==> config.mk <==
export PLATFORM = sky130hd
export DESIGN_NAME = sdram_page_reader
export DESIGN_NICKNAME = d
export VERILOG_FILES = /design/src/rtl/sdr_rd_pkg.sv /design/src/rtl/sdr_rd_seq.sv /design/src/rtl/sdr_rd_cmd_enc.sv /design/src/rtl/sdr_rd_capture.sv /design/src/rtl/sdram_page_reader.sv
export SDC_FILE = /design/constraint.sdc
export NUM_CORES = 1
export LEC_CHECK = 0
export BUFFER_PORTS_ARGS = -buffer_cell sky130_fd_sc_hd__buf_2
export CORE_MARGIN = 10
export CORE_UTILIZATION = 35
export CTS_BUF_LIST = sky130_fd_sc_hd__clkbuf_8
export DETAILED_ROUTE_END_ITERATION = 10
export SLEW_MARGIN = 20
export SYNTH_ARGS = -nofsm -noshare
export SYNTH_HDL_FRONTEND = slang
export SYNTH_HIERARCHICAL = 1
export SYNTH_SLANG_ARGS = --single-unit
==> constraint.sdc <==
create_clock -name clk -period 2.65 [get_ports clk]
set_input_delay 0.265 -clock clk [delete_from_list [all_inputs] [get_ports clk]]
set_output_delay 0.265 -clock clk [all_outputs]
set_load 0.01 [all_outputs]
==> src/rtl/sdr_rd_pkg.sv <==
package sdr_rd_pkg;
    timeunit 1ns;
    timeprecision 100ps;

    // {CS#, RAS#, CAS#, WE#}
    typedef enum logic [3:0] {
        CMD_PRE  = 4'b0010,
        CMD_ACT  = 4'b0011,
        CMD_READ = 4'b0101,
        CMD_BST  = 4'b0110,
        CMD_NOP  = 4'b0111
    } sd_cmd_e;

    typedef enum logic [2:0] {
        ST_IDLE,
        ST_LEAD,
        ST_ACT,
        ST_RCD,
        ST_RDCMD,
        ST_STREAM,
        ST_FIN,
        ST_HOLD
    } seq_state_e;

    typedef enum logic [1:0] {
        ADDR_NONE,
        ADDR_ROW,
        ADDR_COL
    } addr_src_e;

    typedef struct packed {
        logic      cke;
        sd_cmd_e   cmd;
        logic      mask;
        addr_src_e src;
        logic      done;
    } bus_ctl_t;

    // Bus controls as a function of the sequencer state.
    function automatic bus_ctl_t ctl_of(seq_state_e st, logic at_stop, sd_cmd_e stop_cmd);
        bus_ctl_t c;
        c.cke  = 1'b1;
        c.cmd  = CMD_NOP;
        c.mask = 1'b1;
        c.src  = ADDR_NONE;
        c.done = 1'b0;
        case (st)
            ST_ACT: begin
                c.cmd = CMD_ACT;
                c.src = ADDR_ROW;
            end
            ST_RDCMD: begin
                c.cmd  = CMD_READ;
                c.src  = ADDR_COL;
                c.mask = 1'b0;
            end
            ST_STREAM: begin
                c.mask = 1'b0;
                if (at_stop) c.cmd = stop_cmd;
            end
            ST_FIN: c.done = 1'b1;
            default: ;
        endcase
        return c;
    endfunction
endpackage

==> src/rtl/sdr_rd_seq.sv <==
module sdr_rd_seq
    import sdr_rd_pkg::*;
#(
    parameter int ROW_W     = 13,
    parameter int COL_W     = 10,
    parameter int CNT_W     = 10,
    parameter int BURST_LEN = 600,
    parameter int CAS_LAT   = 3,
    parameter int RCD_NOPS  = 2
) (
    input  logic             clk,
    input  logic             rst,
    input  logic             en,
    input  logic [ROW_W-1:0] row_in,
    input  logic [COL_W-1:0] col_in,
    output seq_state_e       state,
    output logic [CNT_W-1:0] cnt,
    output logic [ROW_W-1:0] row_q,
    output logic [COL_W-1:0] col_q,
    output logic             take
);
    timeunit 1ns;
    timeprecision 100ps;

    localparam logic [CNT_W-1:0] LAST_C = CNT_W'(BURST_LEN + CAS_LAT - 1);
    localparam logic [CNT_W-1:0] RCD_C  = CNT_W'(RCD_NOPS);
    localparam logic [CNT_W-1:0] CL_C   = CNT_W'(CAS_LAT);
    localparam logic [CNT_W-1:0] ONE_C  = CNT_W'(1);

    seq_state_e       nxt;
    logic [CNT_W-1:0] cnt_n;

    always_comb begin
        nxt   = state;
        cnt_n = cnt;
        if (!en) begin
            nxt   = ST_IDLE;
            cnt_n = '0;
        end else begin
            case (state)
                ST_IDLE:  nxt = ST_LEAD;
                ST_LEAD:  nxt = ST_ACT;
                ST_ACT: begin
                    nxt   = ST_RCD;
                    cnt_n = ONE_C;
                end
                ST_RCD: begin
                    if (cnt == RCD_C) begin
                        nxt   = ST_RDCMD;
                        cnt_n = '0;
                    end else begin
                        cnt_n = cnt + ONE_C;
                    end
                end
                ST_RDCMD: begin
                    nxt   = ST_STREAM;
                    cnt_n = ONE_C;
                end
                ST_STREAM: begin
                    if (cnt == LAST_C) begin
                        nxt   = ST_FIN;
                        cnt_n = '0;
                    end else begin
                        cnt_n = cnt + ONE_C;
                    end
                end
                ST_FIN:  nxt = ST_HOLD;
                default: nxt = ST_HOLD;
            endcase
        end
    end

    always_ff @(posedge clk) begin
        if (rst) begin
            state <= ST_IDLE;
            cnt   <= '0;
            row_q <= '0;
            col_q <= '0;
        end else begin
            state <= nxt;
            cnt   <= cnt_n;
            if (state == ST_IDLE && en) begin
                row_q <= row_in;
                col_q <= col_in;
            end
        end
    end

    assign take = en && (state == ST_STREAM) && (cnt >= CL_C);
endmodule

==> src/rtl/sdr_rd_cmd_enc.sv <==
module sdr_rd_cmd_enc
    import sdr_rd_pkg::*;
#(
    parameter int ROW_W     = 13,
    parameter int COL_W     = 10,
    parameter int ADDR_W    = 13,
    parameter int BANK_W    = 2,
    parameter int DQM_W     = 2,
    parameter int CNT_W     = 10,
    parameter int BURST_LEN = 600,
    parameter bit USE_PRE   = 1'b0
) (
    input  seq_state_e        state,
    input  logic [CNT_W-1:0]  cnt,
    input  logic [ROW_W-1:0]  row_q,
    input  logic [COL_W-1:0]  col_q,
    output logic              cke,
    output logic [3:0]        cmd,
    output logic [DQM_W-1:0]  dqm,
    output logic [BANK_W-1:0] ba,
    output logic [ADDR_W-1:0] addr,
    output logic              done
);
    timeunit 1ns;
    timeprecision 100ps;

    localparam logic [CNT_W-1:0] STOP_AT = CNT_W'(BURST_LEN);
    localparam sd_cmd_e STOP_CMD = USE_PRE ? CMD_PRE : CMD_BST;

    bus_ctl_t ctl;

    always_comb begin
        ctl  = ctl_of(state, cnt == STOP_AT, STOP_CMD);
        cke  = ctl.cke;
        cmd  = ctl.cmd;
        dqm  = {DQM_W{ctl.mask}};
        done = ctl.done;
        ba   = '0;
        addr = '0;
        case (ctl.src)
            ADDR_ROW: addr[ROW_W-1:0] = row_q;
            ADDR_COL: addr[COL_W-1:0] = col_q;
            default:  ;
        endcase
    end
endmodule

==> src/rtl/sdr_rd_capture.sv <==
module sdr_rd_capture #(
    parameter int DATA_W = 16
) (
    input  logic              clk,
    input  logic              rst,
    input  logic              take,
    input  logic [DATA_W-1:0] dq_in,
    output logic [DATA_W-1:0] data,
    output logic              valid
);
    timeunit 1ns;
    timeprecision 100ps;

    always_ff @(posedge clk) begin
        if (rst) begin
            data  <= '0;
            valid <= 1'b0;
        end else begin
            valid <= take;
            if (take) data <= dq_in;
        end
    end
endmodule

==> src/rtl/sdram_page_reader.sv <==
module sdram_page_reader
    import sdr_rd_pkg::*;
#(
    parameter int ROW_W     = 13,
    parameter int COL_W     = 10,
    parameter int ADDR_W    = 13,
    parameter int BANK_W    = 2,
    parameter int DATA_W    = 16,
    parameter int BURST_LEN = 600,
    parameter int CAS_LAT   = 3,
    parameter int RCD_NOPS  = 2,
    parameter bit USE_PRE   = 1'b0
) (
    input  logic                clk,
    input  logic                rst,
    input  logic                en,
    input  logic [ROW_W-1:0]    row_addr,
    input  logic [COL_W-1:0]    col_addr,
    output logic                sd_cke,
    output logic [3:0]          sd_cmd,
    output logic [DATA_W/8-1:0] sd_dqm,
    output logic [BANK_W-1:0]   sd_ba,
    output logic [ADDR_W-1:0]   sd_addr,
    input  logic [DATA_W-1:0]   sd_dq_in,
    output logic [DATA_W-1:0]   rd_data,
    output logic                rd_valid,
    output logic                done
);
    timeunit 1ns;
    timeprecision 100ps;

    localparam int DQM_W = DATA_W / 8;
    localparam int CNT_W = $clog2(BURST_LEN + CAS_LAT + 1);

    seq_state_e       state;
    logic [CNT_W-1:0] cnt;
    logic [ROW_W-1:0] row_q;
    logic [COL_W-1:0] col_q;
    logic             take;

    sdr_rd_seq #(
        .ROW_W(ROW_W), .COL_W(COL_W), .CNT_W(CNT_W),
        .BURST_LEN(BURST_LEN), .CAS_LAT(CAS_LAT), .RCD_NOPS(RCD_NOPS)
    ) u_seq (
        .clk(clk), .rst(rst), .en(en),
        .row_in(row_addr), .col_in(col_addr),
        .state(state), .cnt(cnt), .row_q(row_q), .col_q(col_q), .take(take)
    );

    sdr_rd_cmd_enc #(
        .ROW_W(ROW_W), .COL_W(COL_W), .ADDR_W(ADDR_W), .BANK_W(BANK_W),
        .DQM_W(DQM_W), .CNT_W(CNT_W), .BURST_LEN(BURST_LEN), .USE_PRE(USE_PRE)
    ) u_enc (
        .state(state), .cnt(cnt), .row_q(row_q), .col_q(col_q),
        .cke(sd_cke), .cmd(sd_cmd), .dqm(sd_dqm), .ba(sd_ba),
        .addr(sd_addr), .done(done)
    );

    sdr_rd_capture #(.DATA_W(DATA_W)) u_cap (
        .clk(clk), .rst(rst), .take(take), .dq_in(sd_dq_in),
        .data(rd_data), .valid(rd_valid)
    );
endmodule

Word level (Yosys, flattened, before mapping)
Index checks and enable logic that the tools add are counted.
{"block": "totals", "ff_bits": 53, "in_bits": 42, "out_inout_bits": 40, "wordCells": 44}
{"block": "classes", "add_sub_neg": 1, "order_cmp": 1, "n_eq_ne": 13, "mux": 13, "bitwise": 1, "reduce_logical": 9}
{"cell": "case mux 10 bit (3 select lines)", "n": 1}
{"cell": "equality test 10 bit, second input constant", "n": 2}
{"cell": "two-way mux 10 bit", "n": 2}
{"cell": "case mux 10 bit (2 select lines)", "n": 1}
{"cell": "case mux 3 bit (6 select lines)", "n": 1}
{"cell": "adder 10 x 1 -> 10 bit, second input constant", "n": 1}
{"cell": "equality test 10 x 2 -> 1 bit, second input constant", "n": 1}
{"cell": "greater-or-equal comparator 10 x 2 -> 1 bit, second input constant", "n": 1}
{"cell": "equality test 3 bit, second input constant", "n": 3}
{"cell": "two-way mux 3 bit", "n": 3}
{"cell": "case mux 3 bit (3 select lines)", "n": 1}
{"cell": "equality test 3 x 2 -> 1 bit, second input constant", "n": 2}
{"cell": "OR reduction 2 bit", "n": 3}
{"cell": "case mux 2 bit (2 select lines)", "n": 1}
{"cell": "equality test 3 x 1 -> 1 bit, second input constant", "n": 1}
{"cell": "logical AND 1 bit", "n": 3}
{"cell": "zero test 3 bit", "n": 1}
{"cell": "two-way mux 1 bit", "n": 3}
{"cell": "nonzero test 3 bit", "n": 1}
{"cell": "equality test 2 x 1 -> 1 bit, second input constant", "n": 1}
{"cell": "equality test 2 bit, second input constant", "n": 1}
{"cell": "inequality test 2 x 1 -> 1 bit, second input constant", "n": 1}
{"cell": "inequality test 2 bit, second input constant", "n": 1}
{"cell": "AND reduction 2 bit", "n": 1}
{"cell": "NOT 1 bit", "n": 1}

Longest topological paths before layout
{"block": "logic_depth", "depth_word": 4, "ltp_mapped": 8, "mapped_depth_nobuf": 5}

Modules after synthesis
The synthesis kept the hierarchy.
{"module": "sdr_rd_seq", "instances": 1, "cells_per_inst": 188, "area_per_inst_um2": 1549.0, "seq_area_each_um2": 720.7}
{"module": "sdr_rd_capture", "instances": 1, "cells_per_inst": 54, "area_per_inst_um2": 608.1, "seq_area_each_um2": 340.3}
{"module": "sdr_rd_cmd_enc", "instances": 1, "cells_per_inst": 47, "area_per_inst_um2": 296.5, "seq_area_each_um2": 0.0}

Worst setup path after synthesis
No wires, ideal clock.
{"block": "synth_timing", "path_kind": "register -> output", "start": "reg u_seq.state[1]", "end": "out sd_addr[3]", "t_arrival_ns": 1.569, "t_required_ns": 2.385, "slack_ns": 0.816, "path_stages_with_launch": 7, "n_path_buf": 1, "cell_sequence": "dfxtp_1 > or3b_2 > inv_1 > ha_1 > clkbuf_1 > a22oi_1 > nor2_1"}
{"block": "synth_via", "elab_chain_cells": 4, "word_cells_on_any_way": 6, "cone_classes": "eq/ne (4); mux (2)"}
{"element": "start, declared", "line_no": "sdr_rd_seq.sv:16", "rtl": "output seq_state_e state,"}
{"element": "start signal, assigned", "line_no": "sdr_rd_seq.sv:80", "rtl": "state <= nxt;"}
{"element": "equality test 3 bit / equality test 3 x 2 -> 1 bit (equally long branches)", "line_no": "sdr_rd_pkg.sv:47", "rtl": "case (st)"}
{"element": "case mux 2 bit (2 select lines) *", "line_no": "sdr_rd_pkg.sv:47"}
{"element": "equality test 2 bit / equality test 2 x 1 -> 1 bit (equally long branches)", "line_no": "sdr_rd_cmd_enc.sv:40", "rtl": "case (ctl.src)"}
{"element": "case mux 10 bit (2 select lines) *", "line_no": "sdr_rd_cmd_enc.sv:40"}
{"element": "end, declared", "line_no": "sdram_page_reader.sv:23", "rtl": "output logic [ADDR_W-1:0] sd_addr,"}
Mark *: on every way between the ends. The rest lies on a longest branch, timed or not.

Worst setup path in the final report
{"block": "layout_timing", "start": "reg u_seq.state[1]", "end": "out sd_addr[7]"}
Same word-level chain as after synthesis.

==> run metrics <==
critical path startpoint category=flop; Post-synth EDFFs=0; clk buf depth=2; Hold Crit Endpoint=u_seq/row_q[8]$_SDFFE_PP0P_; Cells after Synth=between 200 and 300; Max Freq=slightly above 0.4 GHz; CTS Root Cell=clkbuf_8; # Post-CTS Setup Buffers=0; layout cells sized above 1=between 20 and 30%; final setup TNS=0 ps; setup slack, reg-to-reg=540 ps; antenna violations before repair=0; Worst slew margin=a little over a third; synthesized area=about 2500 um2; IR drop worst, VDD=about 0.00016 V; gr usage total=11.0%; antenna viol nets, final=0; sequential area share after synthesis=~43%; ranking of synthesized cells by area=dfxtp_1, nand2_1, mux2i_1; Antenna Diode Count=0; kind of critical path=flop to output port; internal power=1.05 mW; final cycle utilization of the critical path=92.6%; Final Max Slew Viols=0; worst min-delay path category=input port to flop; PwrDens=around 480 nW/um2; clock share of power=approximately a third; worst slew pin tran=around 960 ps; slowest CP cell=or3b_2; drt wl/cell=~13 um; Max FO, Critical Path=13; 1st-iter DRT viols=76; CP Depth=6; dominant cell type by area after synthesis=dfxtp_1; row cnt=30; largest net degree at the start of global routing=42; flops & latches, synth=53; dpl hpwl=between 4000 and 5000 um; H-tree depth=2; hold path cells=3; status=complete, no violations; first drt pass iteration count=5; Synth Flop Type=dfxtp_1; worst clock skew=roughly 7 ps; Worst Min Path Start=row_addr[8]; power share of the sequential group=between 50% and 60%; Sw Ratio=between 20% and 30%; layout filler cell count=a little over 700; detailed-route via count=about 2100; R2R depth=5; vias in the first global route=2078; Core ar.=6790 um2; Ys Warns=6; worst path cell trace=or3b_2 > inv_1 > ha_1 > a22oi_1 > nor2_1 > buf_2; RR Endpoint=u_cap/data[10]$_SDFFE_PP0P_; Horiz. Die Dim=~100 um; P_sw=0.348 mW; maxcap violations=0; unrepaired setup endpoints after global routing=false; post-synth cell types=47; CTS buffer count=5; Leak Pwr=between 1 and 1.5 nW; clk sink count=between 50 and 60; RePlAce Congestion=0.760; Buf+Inv Stages, Crit Path=2; cts repair resizes=0; first-pass GRT wire length=10200 um; Via-to-Cell Ratio=4.72; min Tclk post-route=approximately 2500 ps; Worst Setup End Kind=output port; CP top delay family=simple AND/OR/NAND/NOR gates; Post-synth ARST share=0%; cts-stage hold buffer count=0; top-area cell type share of the netlist area=approximately 43%; combinational power share=between 8 and 9%; clk slew on worst S/H paths=approximately 100 ps; port buffer count=slightly below 80; hold_ws=182 ps; CTS tree=built; most common cell after layout, fill and taps aside=buf_2; final setup violation count=0; Area Overhead vs Synth=20.0%; I/O Pins=just over 80; Largest stage delay, worst path=490 ps; drt drc=0; reg2reg start=u_seq/state[1]$_SDFFE_PP0P_; Data arrival, critical path=around 2200 ps; Nets=about 400; most frequent cells in the layout=buf_2, dfxtp_1, nand2_1; Worst-Skew Late Latency=slightly above 300 ps; Die Ht=~100 um; Final Hold Vio Count=0; starting density of the core=36.1%; syn avg cell area=between 8 and 9 um2; Routed WL=about 6100 um; GRT overflow=0; CP required=about 2400 ps; die area=between 10000 and 15000 um2
[synth_stat cells (all sizes together) (2+ instances only)]
master  count
a211oi      4
a21oi      25
a22oi      11
and2        3
buf        15
clkbuf      9
conb        2
dfxtp      53
ha          4
inv         5
mux2i      16
nand2      52
nand2b      2
nand3       6
nand4       4
nor2       40
nor2b       2
nor3        3
nor4        4
or2         2
or3b        2
or4         2
xnor2       7
xor2        3
[layer usage]
layer | GRT usage [%] | vias up | routed length (um)
met5 | 0 | - | 0
met1 | 12.8 | 977 | 2770
met4 | 3.78 | 0 | 75
li1 | - | 1098 | -
met2 | 18.6 | 57 | 2920
met3 | 3.28 | 5 | 329
[power groups by stage]
stage          combinational (mW)  sequential [mW]  clock (mW)
3_5_place_dp                0.123            0.850           0
2_1_floorplan              0.0778            0.847           0
5_1_grt                     0.139            0.834       0.497
4_1_cts                     0.123            0.831       0.470
3_3_place_gp                0.122            0.849           0
6_report                    0.122            0.831       0.448
[stage by stage]
stage,cells,power [mW],setup slack [ps],utilization [%],instance area (um2)
after floorplan,291,0.925,816,-,2460
after global placement,445,0.971,509,42.0,2860
after detailed placement,445,0.973,479,42.0,2860
after CTS,453,1.42,142,43.3,2940
after global routing,453,1.47,68.5,43.3,2940
final,453,1.40,196,43.3,2940
[registers in the layout, indices dropped and copies added (netlist names)]
signal / flops
u_cap/data: 16
u_cap/valid: 1
u_seq/cnt: 10
u_seq/col_q: 10
u_seq/row_q: 13
u_seq/state: 3
[worst register-to-register path: stages (launching register included)]
cell and delay (ps):
dfxtp_1 380, buf_4 190, nor2b_1 230, o2111a_1 870, mux2i_1 280, nor2_1 50
[layout make-up]
cell class              count  area (um2)  area share, %
multi-input cells         209        1230           41.9
flip-flops and latches     53        1060           36.1
repair buffers             82         423           14.4
well taps                  96         120           4.08
clock buffers               5        68.8           2.34
inverters                   5        18.8          0.637
clock inverters             3        17.5          0.595
[cells by family after synthesis]
| logic type | synth area share (%) |
|---|---|
| buffers and inverters | 6.78 |
| other | 0.306 |
| AND/OR/NAND/NOR | 24.6 |
| flip-flops | 43.2 |
| adder cells (fa/ha/maj) | 2.04 |
| XOR/XNOR | 3.57 |
| multiplexers | 6.53 |
| AO/OA/AOI/OAI | 13.0 |
[worst max-delay path by stage]
stage                                           start                          to  slack, ps
after floorplan           u_seq/state[1]$_SDFFE_PP0P_                  sd_addr[3]        820
after global placement    u_seq/state[2]$_SDFFE_PP0P_                  sd_addr[9]        510
after detailed placement  u_seq/state[2]$_SDFFE_PP0P_  u_cap/data[5]$_SDFFE_PP0P_        480
after CTS                 u_seq/state[2]$_SDFFE_PP0P_                  sd_addr[9]        140
after global routing      u_seq/state[1]$_SDFFE_PP0P_                  sd_addr[1]         70
final                     u_seq/state[1]$_SDFFE_PP0P_                  sd_addr[7]        200
(Power assumes the default switching activity.)
